### src/rtl/ipi_seq_pkg.sv
// Shared types and encodings for the interprocessor interrupt sequencer.
// Assumes a 32-bit command register split into a high (destination) word and
// a low (command) word whose delivery-status flag sits at bit 12.
package ipi_seq_pkg;

    localparam int WORD_W     = 32;
    localparam int ID_W       = 8;
    localparam int VEC_W      = 8;
    localparam int STATUS_BIT = 12;
    localparam int LEVEL_BIT  = 14;
    localparam int SHORT_LSB  = 18;
    localparam int PAGE_LSB   = 12;   // start-up vector = address >> 12
    localparam int LIMIT_LSB  = 20;   // start address must stay below 1 MiB

    typedef enum logic [1:0] {
        KIND_FIXED = 2'd0,
        KIND_SMI   = 2'd1,
        KIND_INIT  = 2'd2,
        KIND_WAKE  = 2'd3
    } ipi_kind_e;

    localparam logic [2:0] DM_FIXED = 3'b000;
    localparam logic [2:0] DM_SMI   = 3'b010;
    localparam logic [2:0] DM_INIT  = 3'b101;
    localparam logic [2:0] DM_START = 3'b110;

    typedef enum logic [2:0] {
        PH_IDLE,
        PH_HIGH,
        PH_LOW,
        PH_POLL,
        PH_GAP
    } ipi_phase_e;

    typedef struct packed {
        ipi_kind_e         kind;
        logic              all_excl;
        logic [ID_W-1:0]   dest;
        logic [VEC_W-1:0]  vector;
        logic [VEC_W-1:0]  page;
    } ipi_req_t;

    // Assemble the low command word from its fields.
    function automatic logic [WORD_W-1:0] pack_low(input logic [2:0] dm,
                                                   input logic [VEC_W-1:0] vec,
                                                   input logic all_excl);
        logic [WORD_W-1:0] w;
        w                         = '0;
        w[VEC_W-1:0]              = vec;
        w[10:8]                   = dm;
        w[LEVEL_BIT]              = 1'b1;
        w[SHORT_LSB+1:SHORT_LSB]  = all_excl ? 2'b11 : 2'b00;
        return w;
    endfunction

endpackage

### src/rtl/ipi_word_builder.sv
// Builds the high and low command words for the message at the current step.
// Purely combinational; assumes the request fields are held stable by the
// controller for the whole sequence.
module ipi_word_builder
    import ipi_seq_pkg::*;
(
    input  ipi_req_t           rq,
    input  logic [1:0]         step,
    output logic [WORD_W-1:0]  hi_word,
    output logic [WORD_W-1:0]  lo_word
);

    logic [2:0]        dm;
    logic [VEC_W-1:0]  vec;

    // Pick delivery mode and vector from the request kind and chain step.
    always_comb begin
        dm  = DM_FIXED;
        vec = '0;
        unique case (rq.kind)
            KIND_FIXED: begin dm = DM_FIXED; vec = rq.vector; end
            KIND_SMI:   begin dm = DM_SMI; end
            KIND_INIT:  begin dm = DM_INIT; end
            KIND_WAKE: begin
                if (step == 2'd0) begin
                    dm = DM_INIT;
                end else begin
                    dm  = DM_START;
                    vec = rq.page;
                end
            end
            default: dm = DM_FIXED;
        endcase
    end

    // Destination sits in the top byte; shorthand messages carry zero.
    always_comb begin
        hi_word = '0;
        if (!rq.all_excl) begin
            hi_word[WORD_W-1 -: ID_W] = rq.dest;
        end
    end

    assign lo_word = pack_low(dm, vec, rq.all_excl);

endmodule

### src/rtl/ipi_gap_timer.sv
// Counts time-base ticks while the controller sits in an inter-message gap.
// Assumes run stays high for the whole gap; the counter clears when it drops.
// expired is high in the cycle whose tick is the last one of the gap.
module ipi_gap_timer #(
    parameter int TICKS_PER_US = 4,
    parameter int SHORT_US     = 10,
    parameter int LONG_US      = 200
) (
    input  logic clk,
    input  logic rst_n,
    input  logic run,
    input  logic sel_long,
    input  logic tick,
    output logic expired
);

    localparam int SHORT_T = TICKS_PER_US * SHORT_US;
    localparam int LONG_T  = TICKS_PER_US * LONG_US;
    localparam int MAX_T   = (LONG_T > SHORT_T) ? LONG_T : SHORT_T;
    localparam int CNT_W   = $clog2(MAX_T + 1);

    logic [CNT_W-1:0] cnt;
    logic [CNT_W-1:0] last_val;

    generate
        if (SHORT_T == LONG_T) begin : g_single
            assign last_val = CNT_W'(SHORT_T - 1);
        end else begin : g_dual
            assign last_val = sel_long ? CNT_W'(LONG_T - 1) : CNT_W'(SHORT_T - 1);
        end
    endgenerate

    // Tick counter, held at zero outside a gap.
    always_ff @(posedge clk) begin
        if (!rst_n || !run) begin
            cnt <= '0;
        end else if (tick) begin
            cnt <= cnt + CNT_W'(1);
        end
    end

    assign expired = run && tick && (cnt == last_val);

endmodule

### src/rtl/ipi_seq_ctrl.sv
// Phase controller: accepts a request when idle, walks each message through
// high write, low write and status polling, and steps through the wake chain.
// Assumes the caller has already judged the request's address legality.
module ipi_seq_ctrl
    import ipi_seq_pkg::*;
(
    input  logic        clk,
    input  logic        rst_n,
    input  logic        req_valid,
    input  logic        req_ok,
    input  ipi_req_t    req_in,
    input  logic        status_busy,
    input  logic        gap_done,
    output ipi_phase_e  phase,
    output logic [1:0]  step,
    output ipi_req_t    rq_q,
    output logic        err_q,
    output logic        gap_run,
    output logic        gap_long
);

    localparam logic [1:0] LAST_WAKE_STEP = 2'd2;

    logic last_msg;

    assign last_msg = (rq_q.kind != KIND_WAKE) || (step == LAST_WAKE_STEP);
    assign gap_run  = (phase == PH_GAP);
    assign gap_long = (step == 2'd1);

    // Sequence state, latched request and refusal pulse.
    always_ff @(posedge clk) begin
        if (!rst_n) begin
            phase <= PH_IDLE;
            step  <= '0;
            rq_q  <= '0;
            err_q <= 1'b0;
        end else begin
            err_q <= 1'b0;
            unique case (phase)
                PH_IDLE: begin
                    if (req_valid) begin
                        if (!req_ok) begin
                            err_q <= 1'b1;
                        end else begin
                            rq_q  <= req_in;
                            step  <= '0;
                            phase <= PH_HIGH;
                        end
                    end
                end
                PH_HIGH: phase <= PH_LOW;
                PH_LOW:  phase <= PH_POLL;
                PH_POLL: begin
                    if (!status_busy) begin
                        phase <= last_msg ? PH_IDLE : PH_GAP;
                    end
                end
                PH_GAP: begin
                    if (gap_done) begin
                        step  <= step + 2'd1;
                        phase <= PH_HIGH;
                    end
                end
                default: phase <= PH_IDLE;
            endcase
        end
    end

endmodule

### src/rtl/ipi_sequencer.sv
// Top of the interprocessor interrupt sequencer. Checks wake addresses,
// drives the command-register port from the controller phase, and times the
// gaps of the wake chain from the tick input.
// Assumes reg_rdata is valid combinationally in any cycle with reg_rd high.
module ipi_sequencer
    import ipi_seq_pkg::*;
#(
    parameter int TICKS_PER_US = 4,
    parameter int INIT_GAP_US  = 10,
    parameter int START_GAP_US = 200,
    parameter int ADDR_W       = 32
) (
    input  logic                 clk,
    input  logic                 rst_n,
    input  logic                 tick,
    input  logic                 req_valid,
    input  logic [1:0]           req_kind,
    input  logic                 req_all_excl,
    input  logic [ID_W-1:0]      req_dest,
    input  logic [VEC_W-1:0]     req_vector,
    input  logic [ADDR_W-1:0]    req_start_addr,
    output logic                 busy,
    output logic                 err,
    output logic                 reg_wr,
    output logic                 reg_rd,
    output logic                 reg_sel_high,
    output logic [WORD_W-1:0]    reg_wdata,
    input  logic [WORD_W-1:0]    reg_rdata
);

    ipi_req_t           req_in;
    ipi_req_t           rq_q;
    ipi_phase_e         phase;
    logic [1:0]         step;
    logic               req_ok;
    logic               addr_ok;
    logic               gap_run;
    logic               gap_long;
    logic               gap_done;
    logic               err_q;
    logic [WORD_W-1:0]  hi_word;
    logic [WORD_W-1:0]  lo_word;
    logic               unused_rdata;

    // Address legality: below the 1 MiB limit and on a 4 KiB page boundary.
    assign addr_ok = ((req_start_addr >> LIMIT_LSB) == '0) &&
                     (req_start_addr[PAGE_LSB-1:0] == '0);
    assign req_ok  = (ipi_kind_e'(req_kind) != KIND_WAKE) || addr_ok;

    // Request fields as the controller will latch them.
    always_comb begin
        req_in.kind     = ipi_kind_e'(req_kind);
        req_in.all_excl = req_all_excl;
        req_in.dest     = req_dest;
        req_in.vector   = req_vector;
        req_in.page     = req_start_addr[PAGE_LSB +: VEC_W];
    end

    ipi_seq_ctrl u_ctrl (
        .clk         (clk),
        .rst_n       (rst_n),
        .req_valid   (req_valid),
        .req_ok      (req_ok),
        .req_in      (req_in),
        .status_busy (reg_rdata[STATUS_BIT]),
        .gap_done    (gap_done),
        .phase       (phase),
        .step        (step),
        .rq_q        (rq_q),
        .err_q       (err_q),
        .gap_run     (gap_run),
        .gap_long    (gap_long)
    );

    ipi_word_builder u_words (
        .rq      (rq_q),
        .step    (step),
        .hi_word (hi_word),
        .lo_word (lo_word)
    );

    ipi_gap_timer #(
        .TICKS_PER_US (TICKS_PER_US),
        .SHORT_US     (INIT_GAP_US),
        .LONG_US      (START_GAP_US)
    ) u_gap (
        .clk      (clk),
        .rst_n    (rst_n),
        .run      (gap_run),
        .sel_long (gap_long),
        .tick     (tick),
        .expired  (gap_done)
    );

    // Register-port drive derived from the current phase.
    always_comb begin
        reg_wr       = (phase == PH_HIGH) || (phase == PH_LOW);
        reg_rd       = (phase == PH_POLL);
        reg_sel_high = (phase == PH_HIGH);
        reg_wdata    = '0;
        if (phase == PH_HIGH) reg_wdata = hi_word;
        if (phase == PH_LOW)  reg_wdata = lo_word;
    end

    assign busy = (phase != PH_IDLE);
    assign err  = err_q;

    assign unused_rdata = ^{reg_rdata[WORD_W-1:STATUS_BIT+1], reg_rdata[STATUS_BIT-1:0]};

endmodule

### config.mk
export PLATFORM = sky130hd
export DESIGN_NAME = ipi_sequencer
export DESIGN_NICKNAME = d
export VERILOG_FILES = /design/src/rtl/ipi_seq_pkg.sv /design/src/rtl/ipi_word_builder.sv /design/src/rtl/ipi_gap_timer.sv /design/src/rtl/ipi_seq_ctrl.sv /design/src/rtl/ipi_sequencer.sv
export SDC_FILE = /design/constraint.sdc
export NUM_CORES = 1
export LEC_CHECK = 0
export BUFFER_PORTS_ARGS = -buffer_cell sky130_fd_sc_hd__buf_2
export CAP_MARGIN = 15
export CORE_AREA = 4 4 77 79
export DETAILED_ROUTE_END_ITERATION = 8
export DIE_AREA = 0 0 81 83
export PLACE_DENSITY = 0.88
export SYNTH_ARGS = -nofsm -noshare
export SYNTH_HDL_FRONTEND = slang
export SYNTH_SLANG_ARGS = --single-unit
### constraint.sdc
create_clock -name clk -period 2.36 [get_ports clk]
set_clock_uncertainty 0.05 [all_clocks]
set_input_delay 0.118 -clock clk [delete_from_list [all_inputs] [get_ports clk]]
set_output_delay 0.118 -clock clk [all_outputs]
set_load 0.005 [all_outputs]
* Word level (Yosys, flattened, before mapping) *
Cells that the tools add are included.

operators by class
  reductions and logical operators = 20
  add/subtract/negate cells = 2
  mux-type cells = 20
  equality and inequality tests = 16

operators by type and width
  cell                   number
  $mux 32                2
  $logic_not 32->1       1
  $mux 8                 2
  $pmux 8 s2             1
  $mux 3                 5
  $pmux 3 s5             1
  $logic_not 12->1       1
  $pmux 3 s4             1
  $add 10x1->10 const B  1
  $eq 10x10->1           1
  $mux 10                1
  $mux 2                 5
  $ne 2x2->1 const B     5
  $reduce_and 4->1       2
  $eq 2x2->1 const B     3
  $eq 3x2->1 const B     2
  $reduce_and 3->1       2
  $eq 2x1->1 const B     2
  $logic_not 2->1        2
  $logic_or 1x1->1       4
  $pmux 2 s2             1
  $eq 3x1->1 const B     1
  $eq 3x3->1 const B     1
  $logic_and 1x1->1      3
  other kinds (7)        8

storage, ports and cells
  output and inout bits = 37
  bits of input ports = 87
  word-level logic and storage cells = 67
  register bits = 43

* Logic depth before layout (Yosys ltp) *
Gate-level depths: netlist (run 1).

  depth in word-level cells = 6
  mapped depth = 7
  gate-level depth less buffers = 7

* Modules after synthesis *
A second synthesis (run 1) with hierarchy kept.

unflattened totals
  cell total of the unflattened synthesis = 340
  area total of the unflattened synthesis = 2974.1 um^2

by module, submodules not included
  module            area each (um^2)  seq. area each (um^2)  cells an instance  instances
  ipi_seq_ctrl      1416.4            660.6                  152                1
  ipi_word_builder  619.3             0.0                    84                 1
  ipi_gap_timer     479.2             200.2                  52                 1
  ipi_sequencer     459.2             0.0                    52                 1

* Least setup slack after synthesis (run 1) *
OpenSTA, ideal clock, no wires.

  path kind = register to register
  start = register u_gap.cnt[0]
  end = register u_ctrl.step[1]
  cell stages (with the launch flop) = 7
  data arrival time = 1.454 ns
  data required time = 2.186 ns
  setup slack = 0.732 ns
  period minus slack after synthesis = 1.628 ns
  buffers on the path = 0
  setup time = 0.124 ns
  cells stage by stage = dfxtp_1 -> ha_1 -> nand3_1 -> a2111oi_1 -> nand4_1 -> nand3_1 -> o22ai_1

on the way
  longest elaborated chain between the ends = 4

ends and longest elaborated chain
  element                     RTL line             text
  from (decl)                 ipi_gap_timer.sv:22  logic [CNT_W-1:0] cnt;
  from (signal assigned)      ipi_gap_timer.sv:38  cnt <= cnt + CNT_W'(1);
  $eq 10x10->1                ipi_gap_timer.sv:42  assign expired = run && tick && (cnt == last_val);
  $logic_and 1x1->1           ipi_gap_timer.sv:42
  $ne 2x2->1 (no line)        n/a
  $reduce_and 4->1 (no line)  n/a
  to (signal assigned)        ipi_seq_ctrl.sv:60   step <= step + 2'd1;
  to (decl)                   ipi_seq_ctrl.sv:15   output logic [1:0] step,

Every way passes these cells.
A chain may end at the register's enable or synchronous reset.

* Worst setup path in the final report (run 1) *
  start = register, netlist name u_ctrl.rq_q[25]
  end = output port reg_wdata[6]

on the way
  longest elaborated chain between the ends = 3
  elaborated cells between the ends (all ways) = 4
  those cells by class = eq/ne (1); mux (2); reduce/logical (1)

ends and longest elaborated chain
  element                                               RTL line                text
  $eq 2x2->1 / $logic_not 2->1 (equally long branches)  ipi_word_builder.sv:20  unique case (rq.kind)
  $pmux 8 s2 (*)                                        ipi_word_builder.sv:20
  $mux 32 (*)                                           ipi_sequencer.sv:102    if (phase == PH_LOW) reg_wdata = lo_word;
  to (decl)                                             ipi_sequencer.sv:27     output logic [WORD_W-1:0] reg_wdata,

Every way passes the cells marked *; elsewhere a longest branch is shown, timed or not.

==> impl_metrics.yaml, run 1 <==
run_status:
  outcome: "completed"
die:
  rows: 27
  core_area_um2: 5338
  initial_core_util_pct: 41.82
  fp.dieH_um: 83
  floorplan.die.width_um: 81
  fp.dieArea_um2: 6723
  num_io_pins: 124
worst_setup_path:
  timing.critical_path.from_type: "flop"
  critPathMaxStageDelay_ns: 0.51
  cp_max_fo: 8
  cp.arrival_ns: 1.90
  timing.critical_path.slowest_stage_cell: "or3_1"
  critPathCaptureType: "primary output"
  worstPathRequired_ns: 2.19
  worst-r2r-setup-slack_ns: 0.45
  critPathKind: "flop to primary output"
  cp_num_cells: 5
  path_cells: "inv_1, ha_1, or3_1, nor2_1, buf_2"
  cell_family_with_most_cp_delay: "simple AND/OR/NAND/NOR gates"
  crit_buf_inv: 2
  worst-r2r-cell-count: 6
cts:
  tritoncts: "built"
  cts.root.buffer_cell: "clkbuf_8"
  clk-insertion-delay-late_ns: 0.29
  clk_pin_slew_worst_paths_ns: 0.08
  tritoncts_sink_count: 43
  cts_resized: 0
  clock_tree.buffer_depth: 2
  post_cts_buffers: 0
  cts_htree_levels: 2
  cts_made_buffers: 5
  postCtsHoldBufs: 0
pwr:
  power.density_cell_area_nw_per_um2: 544.4
  finalPower_mw: 1.478
  ir_worst_vdd_uv: 358.6
  p_leak_nw: 1.221
global_routing:
  global_route.overflow_total: 0
  largest_net_degree_at_the_start_of_global_routing: 33
  first_global_vias: 1825
  grt_antenna_before_repair: 0
  grt_use_total_pct: 14.55
  grt_first_pass_wirelength_um: 7948
logic_synthesis:
  synth_seq_cells: 43
  number_of_distinct_library_cell_variants_in_the_gate_level_netlist_after_synthesis: 37
  syn-cell-area_um2: 2232
  synth_flop_cell: "dfxtp_1"
  netlist_top_cells_count: "nand2_1 (57), dfxtp_1 (43), mux2i_1 (27), nor2_1 (25), buf_4 (12)"
  synth-compound-area-share_pct: 7.848
  synth_top_area_share_pct: 38.57
  synth.largest_area_cell: "dfxtp_1"
  synth_sequential_area_ratio_pct: 38.57
  synth_top_family_by_area: "simple AND/OR/NAND/NOR gates"
  synth.top_cells.by_area: "dfxtp_1 (39%), mux2i_1 (12%), nand2_1 (9.6%), nor2_1 (4.2%), buf_4 (4.0%)"
  asyncSetResetFlopFracSynth_pct: 0
  synthXorXnorAreaFrac_pct: 2.747
  edff_count_synth: 0
  yosys.area_share.simple_pct: 25.34
  synth.area.mux_share_pct: 12.11
  synthAdderAreaFrac_pct: 3.924
  synthMostInstantiatedCell: "nand2_1"
  avgSynthCellArea_um2: 8.267
  post_synth_inst_count: 270
  warning_count_from_the_yosys_run: 0
sta:
  final-setup-viol-count: 0
  hold_slack_ns: 0.01855
  timing.final.ws_setup_ns: 0.2888
  slew_headroom_pct: 65.95
  final_min_period_over_clock_period_pct: 87.76
  fin_setup_tns_ns: 0
  slew_viol_final: 0
  finalWorstPathRequiredPeriod_ns: 2.071
  worstMarginPinSlew_ns: 0.5107
  max_freq_ghz: 0.4828
  grt_setup_unrepaired: "false"
  final-hold-violation-count: 0
finish:
  antennaDiodeCount: 0
  postLayoutCoreUtil_pct: 50.87
  post-route-cell-area_um2: 2715
  area_growth_pct: 21.64
  post_route_cells_drive_above_1_share_pct: 27.54
  finalNetCount: 438
  stdcell_count: 417
route:
  routed-via-count: 1997
  firstDrtPassIters: 4
  detail_route.wirelength_um: 4885
  detail-route-antenna-nets: 0
  post_dr_vias_cell: 4.789
  first_iter_violations: 92
  remaining_drc_errors: 0
  avgRoutedWirePerCell_um: 11.71
hold_path:
  min_delay_path_depth: 3
  worstHoldPathType: "input pin to flop"
placement:
  dp.cells: 409
  detailed_place_hpwl_um: 3700
  place.port_buffers: 82
  pre_cts_ws_ns: 0.4870
  gp_congestion: 0.7591
  dpl-instance-area_um2: 2631
flow_run:
  drv_cap: 0
-- registers in the layout, summed over array words and instances (netlist names) --
register	flops
u_ctrl.err_q	1
u_ctrl.step	2
u_gap.cnt	10
u_ctrl.phase	3
u_ctrl.rq_q	27
-- where the power goes --
group	switching, mW	leakage (nW)	total, mW	internal (mW)
logic	0.128	0.823	0.243	0.116
registers	0.0249	0.351	0.790	0.765
clock network	0.242	0.0477	0.445	0.203
total	0.394	1.22	1.48	1.08
-- worst reg2reg max path, cell delays in order, from the launching register on --
cell and delay, ns:
dfxtp_1 0.38, ha_1 0.20, nand3_1 0.14, a2111oi_1 0.49, nand4_1 0.29, nand3_1 0.16, o22ai_1 0.08
-- cells in the final DEF, fill, tap and decap left out, drive strengths merged, types with 2 or more instances in the layout --
cell type,netlist,final
a2111oi,2,2
a21oi,4,4
a22oi,8,8
and2,9,9
buf,17,85
clkbuf,10,5
clkinv,0,3
conb,1,10
dfxtp,43,43
ha,7,7
inv,10,10
mux2i,27,27
nand2,57,57
nand2b,2,2
nand3,8,8
nand4,5,5
nor2,25,25
nor3,2,2
nor4,6,6
o21ai,2,2
o221a,2,2
o22ai,3,3
or3,5,5
xnor2,3,3
xor2,4,4
-- layout make-up --
class / count / area [um^2]
sequential: 43 / 860.8
multi-input combinational: 199 / 1197
clock inverter: 3 / 15.01
inverter: 10 / 37.54
clock buffer: 5 / 68.82
tap: 72 / 90.09
fill: 540 / 2623
timing repair buffer: 85 / 445.4
-- final timing paths --
| check | from | to |
|---|---|---|
| hold / removal | req_vector[7] | u_ctrl.rq_q[15]$_SDFFE_PN0P_ |
| hold reg to reg | u_ctrl.rq_q[17]$_SDFFE_PN0P_ | u_ctrl.rq_q[17]$_SDFFE_PN0P_ |
| setup / recovery | u_ctrl.rq_q[25]$_SDFFE_PN0P_ | reg_wdata[6] |
| setup reg to reg | u_gap.cnt[0]$_SDFFE_PP0P_ | u_ctrl.step[1]$_SDFFE_PN0P_ |
-- per-layer routing --
layer	global-route usage (%)	vias up	part of all wire, %
li1	-	1032	-
met1	17.59	896	43
met2	24.94	61	49
met3	4.013	8	6.8
met4	3.840	0	1.0
met5	0	-	0
-- cells by family (layout without fill, tap and decap cells) --
| family | after synthesis | in the layout |
|---|---|---|
| multiplexers | 27 | 27 |
| adder cells (fa/ha/maj) | 7 | 7 |
| AO/OA/AOI/OAI | 24 | 24 |
| buffers and inverters | 37 | 103 |
| XOR/XNOR | 7 | 7 |
| AND/OR/NAND/NOR | 124 | 124 |
| other | 1 | 10 |
| flip-flops | 43 | 43 |
(Power assumes the default switching activity.)
==> run 2: changes to the inputs <==
CELL_PAD_IN_SITES_DETAIL_PLACEMENT = 0   (was unset)
CELL_PAD_IN_SITES_GLOBAL_PLACEMENT = 1   (was unset)
CORE_AREA = 4 4 90 92   (was 4 4 77 79)
DIE_AREA = 0 0 94 96   (was 0 0 81 83)
PLACE_DENSITY = 0.91   (was 0.88)
clock period = 2.15 ns   (was 2.36 ns; I/O delays follow)
==> impl_metrics.yaml, run 2 (synthesized netlist as in run 1, its figures left out) <==
sta:
  finalWorstPathRequiredPeriod_ns: 1.978
  final-setup-viol-count: 0
  grt_setup_unrepaired: "false"
  final_min_period_over_clock_period_pct: 92.00
  max_freq_ghz: 0.5056
  final-hold-violation-count: 0
  fin_setup_tns_ns: 0
  hold_slack_ns: 0.007666
  slew_viol_final: 0
cts:
  cts.root.buffer_cell: "clkbuf_8"
  cts_made_buffers: 5
  tritoncts: "built"
  clk-insertion-delay-late_ns: 0.28
  post_cts_buffers: 0
  postCtsHoldBufs: 0
  tritoncts_sink_count: 43
  clock_tree.buffer_depth: 2
  clk_pin_slew_worst_paths_ns: 0.08
  cts_resized: 0
  cts_htree_levels: 2
finish:
  final_common_cell: "buf_2"
  finalNetCount: 440
  largest_register_ff_count: 27
  layout_common_cells: "buf_2 (82), nand2_1 (57), dfxtp_1 (43)"
  area_growth_pct: 23.71
  antennaDiodeCount: 0
  reg.largest.list: "u_ctrl.rq_q x27, u_gap.cnt x10, u_ctrl.phase x3"
  post_route_cells_drive_above_1_share_pct: 28.24
  post-route-cell-area_um2: 2761
  registers.top_by_ff_count: "u_ctrl.rq_q"
  layout.filler_cells: 748
pwr:
  power.density_cell_area_nw_per_um2: 587.1
  finalPower_mw: 1.621
  p_leak_nw: 1.225
  ir_worst_vdd_uv: 202.8
route:
  post_dr_vias_cell: 4.482
  detail-route-antenna-nets: 0
  avgRoutedWirePerCell_um: 11.70
  remaining_drc_errors: 0
  first_iter_violations: 86
  firstDrtPassIters: 4
  routed-via-count: 1999
  detail_route.wirelength_um: 5218
die:
  num_io_pins: 124
  rows: 31
  core_area_um2: 7214
  floorplan.die.width_um: 94
  fp.dieH_um: 96
  fp.dieArea_um2: 9024
  initial_core_util_pct: 30.94
global_routing:
  largest_net_degree_at_the_start_of_global_routing: 29
  first_global_vias: 1898
  grt_antenna_before_repair: 0
  global_route.overflow_total: 0
  grt_use_total_pct: 11.56
  grt_first_pass_wirelength_um: 8342
run_status:
  outcome: "completed"
worst_setup_path:
  cp_max_fo: 8
  timing.critical_path.from_type: "flop"
  worstPathRequired_ns: 1.99
  critPathCaptureType: "primary output"
  worst-r2r-setup-slack_ns: 0.37
  cp.arrival_ns: 1.82
  critPathKind: "flop to primary output"
hold_path:
  worstHoldPathType: "input pin to flop"
flow_run:
  drv_cap: 0
placement:
  place.port_buffers: 82
  dpl-instance-area_um2: 2668
  detailed_place_hpwl_um: 4078
  gp_congestion: 0.8069
## run 2: final cells by class
type                       count  area (um^2)  area share (%)
multi-input combinational    199         1210           43.82
sequential                    43        860.8           31.17
inverter                      10        37.54           1.359
clock inverter                 1        5.005          0.1812
timing repair buffer          87        447.9           16.22
clock buffer                   7        76.32           2.764
tap                           99        123.9           4.486
## run 2: power breakdown
group / switching [mW] / internal (mW) / total (mW)
logic: 0.141 / 0.128 / 0.269
registers: 0.0277 / 0.840 / 0.868
clock network: 0.256 / 0.228 / 0.484
## run 2: critical path, stage by stage (launching register included)
cell and delay, ns:
dfxtp_1 0.41, inv_1 0.11, ha_1 0.30, or3_4 0.42
nor2_1 0.16, buf_2 0.13
## run 2: metrics by stage
stage                     utilization, %  worst slack [ns]  cells
after floorplan                        -            0.5221    279
after global placement             36.98            0.2927    438
after detailed placement           36.98            0.2292    438
after CTS                          38.10           0.05564    446
after global routing               38.28           0.06885    446
final                              38.28            0.1720    446
## run 2: path summary, 6_finish.rpt
check | start | end | depth (start not counted)
max | u_ctrl.rq_q[25]$_SDFFE_PN0P_ | reg_wdata[6] | 5
min | req_dest[5] | u_ctrl.rq_q[21]$_SDFFE_PN0P_ | 3
max reg2reg | u_gap.cnt[0]$_SDFFE_PP0P_ | u_ctrl.step[0]$_SDFFE_PN0P_ | 6
min reg2reg | u_ctrl.rq_q[16]$_SDFFE_PN0P_ | u_ctrl.rq_q[16]$_SDFFE_PN0P_ | 2
## run 2: metal layers
| metal | track usage, % | vias to the layer above | share of wire (%) |
|---|---|---|---|
| li1 | - | 1037 | - |
| met1 | 14.64 | 873 | 46 |
| met2 | 18.75 | 83 | 44 |
| met3 | 3.206 | 6 | 9.2 |
| met4 | 4.332 | 0 | 1.2 |
| met5 | 0 | - | 0 |
